==> src/rtl/kp_pkg.sv <==
package kp_pkg;
  localparam int KP_CODE_W = 4;
  localparam logic [KP_CODE_W-1:0] KP_IDLE = 4'b1111;
  localparam logic [KP_CODE_W-1:0] KP_STAR = 4'b1010;
  localparam logic [KP_CODE_W-1:0] KP_HASH = 4'b1011;

  // Map a zero-based row/column position to its key code.
  // Upper rows hold digits 1.. in reading order; the last row is star, 0, hash.
  function automatic logic [KP_CODE_W-1:0] kp_map(input int row, input int col,
                                                   input int rows, input int cols);
    logic [KP_CODE_W-1:0] res;
    if (row < rows - 1) begin
      res = KP_CODE_W'(row * cols + col + 1);
    end else if (col == 0) begin
      res = KP_STAR;
    end else if (col == cols - 1) begin
      res = KP_HASH;
    end else begin
      res = '0;
    end
    return res;
  endfunction
endpackage

==> src/rtl/kp_line_check.sv <==
module kp_line_check #(
  parameter int W  = 4,
  localparam int IW = (W > 1) ? $clog2(W) : 1
) (
  input  logic [W-1:0]  lines,
  output logic          single,
  output logic [IW-1:0] index
);
  logic [W-1:0] below;

  // below[i]: some line with a lower index is high
  genvar g;
  generate
    for (g = 0; g < W; g++) begin : g_below
      if (g == 0) begin : g_first
        assign below[g] = 1'b0;
      end else begin : g_rest
        assign below[g] = below[g-1] | lines[g-1];
      end
    end
  endgenerate

  always_comb begin
    logic many;
    many  = 1'b0;
    index = '0;
    for (int i = 0; i < W; i++) begin
      if (lines[i] && below[i]) many = 1'b1;
      if (lines[i] && !below[i]) index = IW'(i);
    end
    single = (|lines) && !many;
  end
endmodule

==> src/rtl/kp_encoder.sv <==
module kp_encoder #(
  parameter int ROWS   = 4,
  parameter int COLS   = 3,
  parameter int CODE_W = 4,
  localparam int RW = (ROWS > 1) ? $clog2(ROWS) : 1,
  localparam int CW = (COLS > 1) ? $clog2(COLS) : 1
) (
  input  logic              hit,
  input  logic [RW-1:0]     row_idx,
  input  logic [CW-1:0]     col_idx,
  output logic [CODE_W-1:0] code
);
  import kp_pkg::*;

  logic [CODE_W-1:0] table_q [ROWS*COLS];

  genvar gr, gc;
  generate
    for (gr = 0; gr < ROWS; gr++) begin : g_row
      for (gc = 0; gc < COLS; gc++) begin : g_col
        assign table_q[gr*COLS+gc] = CODE_W'(kp_map(gr, gc, ROWS, COLS));
      end
    end
  endgenerate

  always_comb begin
    code = CODE_W'(KP_IDLE);
    if (hit) begin
      for (int k = 0; k < ROWS*COLS; k++) begin
        if (int'(row_idx) * COLS + int'(col_idx) == k) code = table_q[k];
      end
    end
  end
endmodule

==> src/rtl/kp_out_stage.sv <==
module kp_out_stage #(
  parameter int CODE_W = 4
) (
  input  logic              clk,
  input  logic              rst,
  input  logic              d_valid,
  input  logic [CODE_W-1:0] d_code,
  output logic [CODE_W-1:0] q_code,
  output logic              q_valid,
  output logic              q_new
);
  import kp_pkg::*;

  always_ff @(posedge clk) begin
    if (rst) begin
      q_code  <= CODE_W'(KP_IDLE);
      q_valid <= 1'b0;
      q_new   <= 1'b0;
    end else begin
      q_code  <= d_valid ? d_code : CODE_W'(KP_IDLE);
      q_valid <= d_valid;
      q_new   <= d_valid && (!q_valid || (d_code != q_code));
    end
  end
endmodule

==> src/rtl/keypad_code_conv.sv <==
module keypad_code_conv #(
  parameter int ROWS   = 4,
  parameter int COLS   = 3,
  parameter int CODE_W = 4
) (
  input  logic              clk,
  input  logic              rst,
  input  logic [ROWS-1:0]   row_in,
  input  logic [COLS-1:0]   col_in,
  output logic [CODE_W-1:0] key_code,
  output logic              key_valid,
  output logic              key_new
);
  localparam int RW = (ROWS > 1) ? $clog2(ROWS) : 1;
  localparam int CW = (COLS > 1) ? $clog2(COLS) : 1;

  logic          row_one, col_one, hit;
  logic [RW-1:0] row_idx;
  logic [CW-1:0] col_idx;
  logic [CODE_W-1:0] comb_code;

  kp_line_check #(.W(ROWS)) u_rows (
    .lines(row_in), .single(row_one), .index(row_idx)
  );

  kp_line_check #(.W(COLS)) u_cols (
    .lines(col_in), .single(col_one), .index(col_idx)
  );

  assign hit = row_one && col_one;

  kp_encoder #(.ROWS(ROWS), .COLS(COLS), .CODE_W(CODE_W)) u_enc (
    .hit(hit), .row_idx(row_idx), .col_idx(col_idx), .code(comb_code)
  );

  kp_out_stage #(.CODE_W(CODE_W)) u_out (
    .clk(clk), .rst(rst), .d_valid(hit), .d_code(comb_code),
    .q_code(key_code), .q_valid(key_valid), .q_new(key_new)
  );
endmodule

==> config.mk <==
export PLATFORM = sky130hd
export DESIGN_NAME = keypad_code_conv
export DESIGN_NICKNAME = d
export VERILOG_FILES = /design/src/rtl/kp_pkg.sv /design/src/rtl/kp_line_check.sv /design/src/rtl/kp_encoder.sv /design/src/rtl/kp_out_stage.sv /design/src/rtl/keypad_code_conv.sv
export SDC_FILE = /design/constraint.sdc
export NUM_CORES = 1
export LEC_CHECK = 0
export BUFFER_PORTS_ARGS = -buffer_cell sky130_fd_sc_hd__buf_2
export CORE_MARGIN = 1
export CORE_UTILIZATION = 26
export CTS_BUF_LIST = sky130_fd_sc_hd__clkbuf_8
export CTS_CLUSTER_DIAMETER = 200
export DETAILED_ROUTE_END_ITERATION = 7
export GPL_TIMING_DRIVEN = 0
export PLACE_DENSITY = 0.52
export SLEW_MARGIN = 25
export SYNTH_ARGS = -nofsm -noshare
export SYNTH_HDL_FRONTEND = slang
export SYNTH_SLANG_ARGS = --single-unit
==> constraint.sdc <==
create_clock -name clk -period 9.1 [get_ports clk]
set_clock_uncertainty 0.1 [all_clocks]
set_input_delay 1.365 -clock clk [delete_from_list [all_inputs] [get_ports clk]]
set_output_delay 1.365 -clock clk [all_outputs]
set_load 0.01 [all_outputs]
# Yosys cells after proc, flatten, opt, wreduce, memory -nomap -nowiden

Cells that the tools add are included.

$add $sub $neg: 1
Multiply operators: 1
Equality and inequality tests: 12
Multiplexer cells: 23
Bitwise logic cells: 4
Reduce and logical (&&, ||, !) cells: 27

Operator list:

| cell                                             | count |
|---|---|
| == test 32 x 4 -> 1 bit, second input constant   | 4 |
| == test 32 x 5 -> 1 bit, second input constant   | 4 |
| == test 32 x 3 -> 1 bit, second input constant   | 2 |
| 2-to-1 mux 4 bit                                 | 13 |
| == test 32 x 2 -> 1 bit, second input constant   | 1 |
| zero test 32 bit                                 | 1 |
| logical AND 1 bit                                | 14 |
| zero test 1 bit                                  | 8 |
| 2-to-1 mux 1 bit                                 | 7 |
| 2-to-1 mux 2 bit                                 | 3 |
| adder 4 x 2 -> 5 bit                             | 1 |
| multiplier 2 x 2 -> 4 bit, second input constant | 1 |
| != test 4 bit                                    | 1 |
| OR reduction 4 bit                               | 1 |
| OR 1 bit                                         | 3 |
| OR reduction 3 bit                               | 1 |
| OR reduction 2 bit                               | 1 |
| logical OR 1 bit                                 | 1 |
| NOT 1 bit                                        | 1 |

Bits in registers: 6
Bits of input ports: 9
Output and inout port bits: 6

# Longest topological paths before layout

Word-level depth: 24
Gate-level depth with buffers: 13
Gate-level depth less buffers: 12

# Cells and area by module

Synthesis repeated with hierarchy kept, for this count alone.

Cell total of the unflattened synthesis: 57
Area, all modules: 500.5 um^2

Modules (own cells, without submodules):

| module                  | times used | cells an instance | area each (um^2) | sequential area each (um^2) |
|---|---|---|---|---|
| kp_out_stage            | 1          | 18                | 209.0            | 120.1 |
| kp_encoder              | 1          | 24                | 188.9            | 0.0 |
| kp_line_check at u_rows | 1          | 9                 | 61.3             | 0.0 |
| kp_line_check at u_cols | 1          | 5                 | 35.0             | 0.0 |
| keypad_code_conv        | 1          | 1                 | 6.3              | 0.0 |

# Worst setup path after synthesis

No wires, ideal clock.

Path type: input -> register
Start: in col_in[1]
End: reg u_out.q_new
Setup time: 125 ps
Data arrival time: 3,671 ps
Required time: 8,875 ps
Slack: 5,203 ps
Stages: 11
Cell sequence: nor3b_1 > ha_1 > ha_1 > inv_1 > fa_1 > buf_6 > nand2b_4 > a21o_1 > a211o_1 > xor2_1 > o41a_1

Longest elaborated chain between the ends: 22

Ends and longest elaborated chain:

| item                            | RTL line              | source |
|---|---|---|
| start, declared                 | keypad_code_conv.sv:9 | `input logic [COLS-1:0] col_in,` |
| OR 1 bit                        | kp_line_check.sv:18   | `assign below[g] = below[g-1] \| lines[g-1];` |
| zero test 1 bit                 | kp_line_check.sv:29   | `if (lines[i] && !below[i]) index = IW'(i);` |
| logical AND 1 bit               | kp_line_check.sv:29   |  |
| 2-to-1 mux 2 bit                | kp_line_check.sv:29   |  |
| adder 4 x 2 -> 5 bit            | kp_encoder.sv:30      | `if (int'(row_idx) * COLS + int'(col_idx) == k) code = table_q[k];` |
| zero test 32 bit                | kp_encoder.sv:30      |  |
| 2-to-1 mux 4 bit (12 in series) | kp_encoder.sv:30      |  |
| 2-to-1 mux 4 bit                | kp_encoder.sv:28      | `if (hit) begin` |
| != test 4 bit                   | kp_out_stage.sv:22    | `q_new <= d_valid && (!q_valid \|\| (d_code != q_code));` |
| logical OR 1 bit                | kp_out_stage.sv:22    |  |
| logical AND 1 bit (*)           | kp_out_stage.sv:22    |  |
| end signal, assigned            | kp_out_stage.sv:22    |  |
| end, declared                   | kp_out_stage.sv:10    | `output logic q_new` |

Every way passes the cells marked *; elsewhere a longest branch is shown, timed or not.
A chain may end at the register's enable or synchronous reset.

# Worst setup path after layout

Same ends and word-level chain as after synthesis.

==> results.ini <==
[layout]
register_area_um2 = 120
num_antenna_cells = 0
area_growth_pct = 25.1
design_area_um2 = 724
nFillCells = 216
multiInputGateArea_um2 = 420
drive_above_1_share_pct = 25.0
layout.nets = 103

[setup_path]
arrival_ns = 3.97
cp_top_family = adder cells
critPathMostFrequentCell = ha_1
reg2reg_slack_ns = 7.44
worst-path-buf-inv = 3
cp_slowest_cell = fa_1
cp-start-kind = input port
crit_chain = buf_2, nor3b_1, ha_1, ha_1, inv_1, fa_1, buf_6, nand2b_4, a21o_1, a211o_1, xor2_1, o41a_1
r2r_cells = 5
worstPathRequired_ns = 9.11
critPathMaxStageDelay_ns = 0.41
rr_startpoint = u_out.q_code[2]
path_class = in -> reg
endpoint_kind = flop
path_max_fanout = 8
timing.rr.end = u_out.q_new

[placed_design]
dpl.hpwl_um = 915
place_ws_ns = 4.88
place_area_um2 = 683
gp_congestion = 0.718
portBuffers = 14

[clock_tree]
cts_buffers = 3
cts_num_sinks = 6
cts_max_path_buffers = 2
htreeDepth = 1
cts_resized = 0
cts_tree = yes
hold_buffers = 0
cts_setup_buffers = 0
cts_root_buf = clkbuf_8
clk_latency_ns = 0.23
clkTransAtPathRegs_ns = 0.04

[logic_synthesis]
synth_nets = 84
synth_cell_types = 32
synth_top_flop_cell = dfxtp_1
synthCells = 71
synth_edf_count = 0
muxShareOfSynthArea_pct = 1.73
synth_xor_xnor_area_share_pct = 7.56
ys_seq_elements = 6
syn-cell-area_um2 = 579
async_flop_share_pct = 0
synth-seq-area-share_pct = 20.7
synth_compound_area_share_pct = 18.4
avgSynthCellArea_um2 = 8.16
synthSimpleGateAreaFrac_pct = 35.0
synth_top_family_by_area = simple AND/OR/NAND/NOR gates
synthAdderAreaFrac_pct = 9.94
ys_warn_count = 0

[floorplan]
die-area_um2 = 2420
pin_count = 15
core-area_um2 = 2020
start_util_pct = 28.7
die-width_um = 49.2
die_y_um = 49.2
rows = 16

[timing]
worst_pin_slew_ns = 0.520
final-setup-viol-count = 0
finalCriticalPeriod_ns = 3.96
grt_setup_unrepaired = false
fmax_ghz = 0.253
relSlewSlack_pct = 65.0
final.setup.tns_ns = 0
final.period_utilization_pct = 43.5
slew_viol_final = 0
hold_slack_ns = 0.398
hold_viol_final = 0
finalWorstSetupSlack_ns = 5.14

[min_path]
hold_end = u_out.q_new
whs_path_depth = 2
hp-class = reg -> reg
hold_start = u_out.q_valid

[detailed_routing]
drc = 0
vias = 534
routedWlPerCell_um = 10.3
routed_wl_mm = 1.18
vias_per_cell = 4.64
drt_first_iter_violations = 5
ant_nets = 0
first_pass_iters = 2

[grt]
grt_max_degree = 11
grt.overflow.total = 0
grt_pass1_vias = 483
grt_antenna_before_repair = 0
grt_use_total_pct = 11.9
grt_first_pass_wirelength_mm = 2.12

[power]
finalPower_mw = 0.0956
power.density_nw_per_um2 = 132
p_leak_nw = 0.306
ir_worst_vdd_uv = 63.0

[job]
maxCapViolCount = 0

[status]
status = finished clean

[final cells by class]
cell class | instances | share of cell area (%)
Tap cell | 27 | 4.66
Buffer | 3 | 3.80
Multi-Input combinational cell | 59 | 58.0
Inverter | 3 | 1.55
Sequential cell | 6 | 16.6
Clock buffer | 3 | 5.70
Timing Repair Buffer | 14 | 9.67
[per-layer routing]
metal / wire (um) / track usage (%) / vias up
met1: 581 / 14.6 / 231
met3: 45 / 2.80 / 5
met2: 499 / 16.7 / 15
met4: 55 / 11.8 / 0
met5: 0 / 0 / -
li1: - / - / 283
[worst register-to-register path, cell delays in order (launching register included)]
cell      delay [ns]
dfxtp_1         0.33
and2b_1         0.23
or3b_1          0.35
a21oi_1         0.15
a211oi_1        0.07
o41a_1          0.31
[power by group]
group          switching (mW)  internal, mW  total (mW)
Clock                  0.0123        0.0285      0.0408
Sequential           0.000496        0.0272      0.0277
Combinational          0.0141        0.0130      0.0271
[per-stage QoR]
step / instances / utilization (%)
after floorplan: 71 / -
after global placement: 112 / 33.8
after detailed placement: 112 / 33.8
after CTS: 115 / 35.8
after global routing: 115 / 35.8
final: 115 / 35.8
[worst max-delay path by stage]
stage                          from  slack, ns           to  depth (start not counted)
final                     col_in[1]       5.14  u_out.q_new                         12
after global routing      col_in[1]       4.94  u_out.q_new                         12
after CTS                 col_in[1]       5.11  u_out.q_new                         12
after detailed placement  col_in[1]       4.88  u_out.q_new                         12
after global placement    col_in[1]       4.92  u_out.q_new                         12
after floorplan           col_in[1]       5.20  u_out.q_new                         11
[sequential cells by signal, summed over array words and instances (netlist names)]
signal	count
u_out.q_code	4
u_out.q_valid	1
u_out.q_new	1
[cells in the mapped netlist (3+ instances only)]
cell	instances	share of area (%)
a21oi_1	5	4.3
dfxtp_1	6	21
ha_1	3	6.5
inv_1	3	1.9
nand2_1	3	1.9
nand2b_1	5	5.4
nor2_1	5	3.2
nor2b_1	3	3.2
o21ai_0	6	5.2
xor2_1	3	4.5
[cells in the final DEF (no fill, tap or decap)]
master    synthesis  layout
a211oi_1          1       1
or3b_1            1       1
fa_1              1       1
xor2_1            3       3
and3b_1           1       1
a22oi_1           1       1
a211o_1           1       1
inv_1             3       3
nor2b_1           3       3
a21oi_1           5       5
nand3_1           1       1
or2_1             1       1
o41a_1            1       1
buf_6             2       2
or3_1             2       2
ha_1              3       3
buf_2             1      15
mux2i_1           1       1
nand2b_4          2       2
o311ai_0          1       1
a21o_1            1       1
nor3_1            2       2
nor3b_1           2       2
and2b_1           2       2
nand2b_1          5       5
nand4_1           1       1
clkbuf_8          0       3
xnor2_1           2       2
dfxtp_1           6       6
nor2_1            5       5
nand3b_1          1       1
nand2_1           3       3
o21ai_0           6       6
[logic make-up (layout without fill, tap and decap cells)]
logic type / count (synthesis) / after routing
AOI/OAI and AO/OA: 17 / 17
xor gates and xnor gates: 5 / 5
muxes: 1 / 1
DFF: 6 / 6
adders and majority gates: 4 / 4
buffers and inverters: 6 / 23
and+or+nand+nor: 32 / 32
(Power assumes the default switching activity.)
